$ cat config.mk
export PLATFORM = sky130hd
export DESIGN_NAME = conv_readout
export DESIGN_NICKNAME = d
export VERILOG_FILES = /design/src/rtl/conv_readout_pkg.sv /design/src/rtl/conv_readout_ctrl.sv /design/src/rtl/conv_readout_dp.sv /design/src/rtl/conv_readout.sv
export SDC_FILE = /design/constraint.sdc
export NUM_CORES = 1
export LEC_CHECK = 0
export BUFFER_PORTS_ARGS = -buffer_cell sky130_fd_sc_hd__buf_2
export CORE_MARGIN = 3
export CORE_UTILIZATION = 40
export DETAILED_ROUTE_END_ITERATION = 6
export PLACE_DENSITY = 0.7
export SYNTH_ARGS = -nofsm -noshare
export SYNTH_HDL_FRONTEND = slang
export SYNTH_SLANG_ARGS = --single-unit
export TNS_END_PERCENT = 10
$ cat constraint.sdc
create_clock -name clk -period 2.6 [get_ports clk]
set_input_delay 0.52 -clock clk [delete_from_list [all_inputs] [get_ports clk]]
set_output_delay 0.52 -clock clk [all_outputs]
set_load 0.05 [all_outputs]
$ cat src/rtl/conv_readout_pkg.sv
package conv_readout_pkg;

  typedef enum logic [1:0] {
    ST_IDLE,
    ST_CONV,
    ST_SHIFT,
    ST_DONE
  } ctlState_t;

  // Strobes from control to datapath
  typedef struct packed {
    logic clear;   // new word begins
    logic sample;  // take sdoIn on this edge
  } dpStrobe_t;

endpackage

$ cat src/rtl/conv_readout_ctrl.sv
module conv_readout_ctrl
  import conv_readout_pkg::*;
#(
  parameter int DATA_BITS   = 18,
  parameter int CONV_CYCLES = 40,
  parameter int SCK_HALF    = 2
) (
  input  logic      clk,
  input  logic      rst,
  input  logic      startReq,
  output dpStrobe_t strobe,
  output logic      cnvOut,
  output logic      sckOut,
  output logic      dataValid
);

  localparam int CONV_W = $clog2(CONV_CYCLES + 1);
  localparam int DIV_W  = $clog2(2 * SCK_HALF + 1);
  localparam int BIT_W  = $clog2(DATA_BITS + 1);

  ctlState_t        state;
  logic [CONV_W-1:0] convCnt;
  logic [DIV_W-1:0]  divCnt;
  logic [BIT_W-1:0]  bitCnt;
  logic              cnvQ, sckQ, validQ;

  logic convLast, riseNow, fallNow, bitLast;

  always_comb begin
    convLast = (state == ST_CONV) && (convCnt == CONV_W'(CONV_CYCLES - 1));
    riseNow  = (state == ST_SHIFT) && (divCnt == DIV_W'(SCK_HALF - 1));
    fallNow  = (state == ST_SHIFT) && (divCnt == DIV_W'(2 * SCK_HALF - 1));
    bitLast  = (bitCnt == BIT_W'(DATA_BITS - 1));
    strobe.clear  = (state == ST_IDLE) && startReq;
    strobe.sample = riseNow;
  end

  always_ff @(posedge clk) begin
    if (rst) begin
      state   <= ST_IDLE;
      convCnt <= '0;
      divCnt  <= '0;
      bitCnt  <= '0;
      cnvQ    <= 1'b0;
      sckQ    <= 1'b0;
      validQ  <= 1'b0;
    end else begin
      validQ <= 1'b0;
      unique case (state)
        ST_IDLE: begin
          if (startReq) begin
            state   <= ST_CONV;
            convCnt <= '0;
            cnvQ    <= 1'b1;
          end
        end
        ST_CONV: begin
          if (convLast) begin
            state  <= ST_SHIFT;
            cnvQ   <= 1'b0;
            divCnt <= '0;
            bitCnt <= '0;
          end else begin
            convCnt <= convCnt + 1'b1;
          end
        end
        ST_SHIFT: begin
          if (riseNow) sckQ <= 1'b1;
          if (fallNow) begin
            sckQ   <= 1'b0;
            divCnt <= '0;
            if (bitLast) begin
              state  <= ST_DONE;
              cnvQ   <= 1'b1;
              validQ <= 1'b1;
            end else begin
              bitCnt <= bitCnt + 1'b1;
            end
          end else begin
            divCnt <= divCnt + 1'b1;
          end
        end
        ST_DONE: begin
          state <= ST_IDLE;
          cnvQ  <= 1'b0;
        end
        default: state <= ST_IDLE;
      endcase
    end
  end

  assign cnvOut    = cnvQ;
  assign sckOut    = sckQ;
  assign dataValid = validQ;

endmodule

$ cat src/rtl/conv_readout_dp.sv
module conv_readout_dp
  import conv_readout_pkg::*;
#(
  parameter int DATA_BITS = 18
) (
  input  logic                 clk,
  input  logic                 rst,
  input  dpStrobe_t            strobe,
  input  logic                 sdoIn,
  output logic [DATA_BITS-1:0] dataWord
);

  logic [DATA_BITS-1:0] shiftReg;

  // First sample lands in the top bit after DATA_BITS shifts
  always_ff @(posedge clk) begin
    if (rst || strobe.clear) shiftReg <= '0;
    else if (strobe.sample)  shiftReg <= {shiftReg[DATA_BITS-2:0], sdoIn};
  end

  assign dataWord = shiftReg;

endmodule

$ cat src/rtl/conv_readout.sv
module conv_readout
  import conv_readout_pkg::*;
#(
  parameter int DATA_BITS   = 18,
  parameter int CONV_CYCLES = 40,
  parameter int SCK_HALF    = 2
) (
  input  logic                 clk,
  input  logic                 rst,
  input  logic                 startReq,
  input  logic                 sdoIn,
  output logic                 cnvOut,
  output logic                 sckOut,
  output logic [DATA_BITS-1:0] dataWord,
  output logic                 dataValid
);

  dpStrobe_t strobe;

  conv_readout_ctrl #(
    .DATA_BITS  (DATA_BITS),
    .CONV_CYCLES(CONV_CYCLES),
    .SCK_HALF   (SCK_HALF)
  ) u_ctrl (
    .clk      (clk),
    .rst      (rst),
    .startReq (startReq),
    .strobe   (strobe),
    .cnvOut   (cnvOut),
    .sckOut   (sckOut),
    .dataValid(dataValid)
  );

  conv_readout_dp #(
    .DATA_BITS(DATA_BITS)
  ) u_dp (
    .clk     (clk),
    .rst     (rst),
    .strobe  (strobe),
    .sdoIn   (sdoIn),
    .dataWord(dataWord)
  );

endmodule

==> results.md <==
- Status: finished, final reports clean
- Post-synthesis cell type count: 43
- Slew headroom: 0.486
- Setup TNS: 0 ps
- Capture point of the worst reg-to-reg path: u_ctrl.bitCnt[3]
- Max incr delay on CP: 520 ps
- Detail Placement HPWL: 2330 µm
- Worst Skew: 1.78 ps
- Drt first pass iters: 4
- Worst setup EP type: flip-flop
- Sequential share of the synthesized area: 0.432
- Core area: 4060 µm²
- Synthesis warning total: 0
- Tcrit/Tclk final: 0.835
- Via-to-Cell Ratio: 5.34
- Reg area: 741 µm²
- Finish-stage setup viols: 0
- Highest clock rate: 461 MHz
- Slew Limit Fails: 0
- Clk slew on worst S/H paths: 70 ps
- Initial Util: 0.422
- Hold depth: 2
- # clock sinks: 37
- Main synth FF type: dfxtp_1
- Total grt overflow: 0
- Post-synthesis xor/xnor area fraction: 0
- CP Max Fanout: 13
- Die ar.: 5110 µm²
- Antenna cells: 0
- Mux contribution to synthesized area: 0.0124
- R2R cell count: 6
- Worst path required time: 2820 ps
- DR WL/cell: 12.6 µm
- Unrepaired setup endpoints after global routing: false
- Routability cong.: 0.791
- Peak supply drop: 0.000490 V
- Largest net degree at the start of global routing: 23
- DR DRC count: 0
- CTS Buf Count: 5
- Worst setup SP type: flip-flop
- Post-CTS setup buffer count: 0
- Synthesis-to-layout area growth: 14.2%
- Root buf cell: clkbuf_8
- Cts hold-fix bufs: 0
- Nets: 244
- Pwr/cell area: 802 nW/µm²
- Area occupied by multi-input gates: 893 µm²
- Routed WL: 3530 µm
- Vias in the first global route: 1319
- Post-synth EDFFs: 0
- Mapped Area: 1710 µm²
- Port Buffers: 24
- Critical R2R Launch: u_ctrl.state[1]
- First-pass GRT wire length: 5990 µm
- Mapped Cells: 209
- H-tree lvl count: 2
- Mean Syn Cell Area: 8.20 µm²
- Synth Net Count: 223
- 1st-iter DRT viols: 68
- CP max-delay cell: or4_1
- Initial antenna violation count: 0
- Commonest non-fill, non-tap cell in the layout: nand2_1
- MaxCap Viol Count: 0
- Worst skew pair latency: 290 ps
- Pre-CTS setup slack: 477 ps
- Synth Area in Simple Gates: 0.242
- Max clock buf depth: 2
- Worst Hold Class: flip-flop to flip-flop
- Slew of the pin with the lowest slew margin: 771 ps
- WP buf/inv: 1
- Async set-reset flop share out of synthesis: 0
- Worst-path cell chain: inv_1, ha_1, a21boi_0, a221o_1, or4_1, a31oi_1
- Setup slack after layout: 430 ps
- Hold path start: u_dp.dataWord[17]
- Most frequent cells in the layout: 42 x nand2_1, 37 x dfxtp_1, 30 x a21oi_1
- Die height: 71.5 µm
- Fill cells: 404
- Layout cells sized above 1: 0.157
- Final hold vios: 0
- WHS Endpoint: u_dp.dataWord[17]
- Static leakage: 0.000728 µW
- Routed vias: 1495
- Boundary Pins: 25
- Row count: 23
- Die X: 71.5 µm
- Synth Area in Compound Gates: 0.194
- Gr usage total: 0.149
- Post_cts resized: 0
- Synthesized flop and latch total: 37
- Post-synthesis adder-cell area fraction: 0.0730
- Critical path type: flip-flop to flip-flop
- CP top delay family: compound AO/OA/AOI/OAI gates
- Flop2flop setup slack: 430 ps
- Largest family of logic cells by synthesized area: simple AND/OR/NAND/NOR gates
- Data arrival, critical path: 2390 ps
- CTS tree: yes
- Tmin final: 2170 ps
- Routed Antenna Nets: 0
-- cell usage after synthesis, types with 2 or more instances --
library cell	n	area share
a21o_1	2	0.0088
a21oi_1	30	0.088
a311oi_1	2	0.010
buf_1	2	0.0044
clkbuf_1	7	0.015
dfxtp_1	37	0.43
ha_1	10	0.073
inv_1	8	0.018
nand2_1	42	0.092
nand3_1	6	0.018
nand4b_1	3	0.015
nor2_1	10	0.022
nor2b_1	2	0.0073
nor3_1	4	0.012
nor4_1	2	0.0073
o21ai_0	9	0.026
o32ai_1	2	0.010
or2_2	2	0.0073
or3_1	2	0.0073
or4_1	4	0.018
-- where the power goes --
part,total (µW),switching (µW),internal [µW]
sequential,637,34.2,602
combinational,454,303,150
clock,480,202,279
total,1570,539,1030
-- routing by layer --
metal | vias to the layer above | GRT usage | part of all wire
met5 | - | 0 | 0
met4 | 0 | 0.0939 | 0.027
met3 | 7 | 0.0407 | 0.058
met2 | 34 | 0.211 | 0.42
met1 | 683 | 0.198 | 0.49
li1 | 771 | - | -
-- cell type report --
cell class | count | share of cell area
multi-input cells | 153 | 0.456
flip-flops and latches | 37 | 0.378
repair buffers | 25 | 0.0652
clock buffers | 5 | 0.0351
well taps | 50 | 0.0319
clock inverters | 2 | 0.0179
inverters | 8 | 0.0153
-- worst min-delay path, stage by stage (launching register included) --
cell and delay, ps:
dfxtp_1 310, nand2_1 50, a21oi_1 50
-- worst max-delay path by stage --
stage / start / endpoint / slack (ps) / cells after the start
floorplan: u_ctrl.convCnt[3] / u_ctrl.cnvOut / 690 / 6
finish: u_ctrl.state[1] / u_ctrl.bitCnt[3] / 430 / 6
global placement: u_ctrl.state[1] / u_ctrl.bitCnt[3] / 540 / 6
global route: u_ctrl.state[1] / u_ctrl.bitCnt[1] / 290 / 6
CTS: u_ctrl.state[1] / u_ctrl.bitCnt[3] / 460 / 6
detailed placement: u_ctrl.state[1] / u_ctrl.bitCnt[3] / 480 / 6
-- per-stage QoR --
| stage | std cells | utilization | power, µW | hold slack [ps] | instance area, µm² |
|---|---|---|---|---|---|
| global route | 280 | 0.483 | 1680 | 478 | 1960 |
| finish | 280 | 0.483 | 1570 | 455 | 1960 |
| CTS | 280 | 0.483 | 1590 | 457 | 1960 |
| floorplan | 209 | - | 1030 | 449 | 1710 |
| global placement | 273 | 0.457 | 1090 | 442 | 1850 |
| detailed placement | 273 | 0.457 | 1090 | 450 | 1850 |
-- cells by family (layout without fill, tap and decap cells) --
| group | Yosys count | in the layout |
|---|---|---|
| AND/OR/NAND/NOR | 85 | 85 |
| AO/OA/AOI/OAI | 56 | 56 |
| flip-flops | 37 | 37 |
| buffers and inverters | 19 | 40 |
| adder cells (fa/ha/maj) | 10 | 10 |
| multiplexers | 2 | 2 |
-- flip-flops by register name, indices dropped and copies added (netlist names) --
signal and flops:
u_ctrl.bitCnt 5, u_ctrl.cnvOut 1, u_ctrl.convCnt 6, u_ctrl.dataValid 1, u_ctrl.divCnt 3, u_ctrl.sckOut 1
u_ctrl.state 2, u_dp.dataWord 18
(Power assumes the default switching activity.)
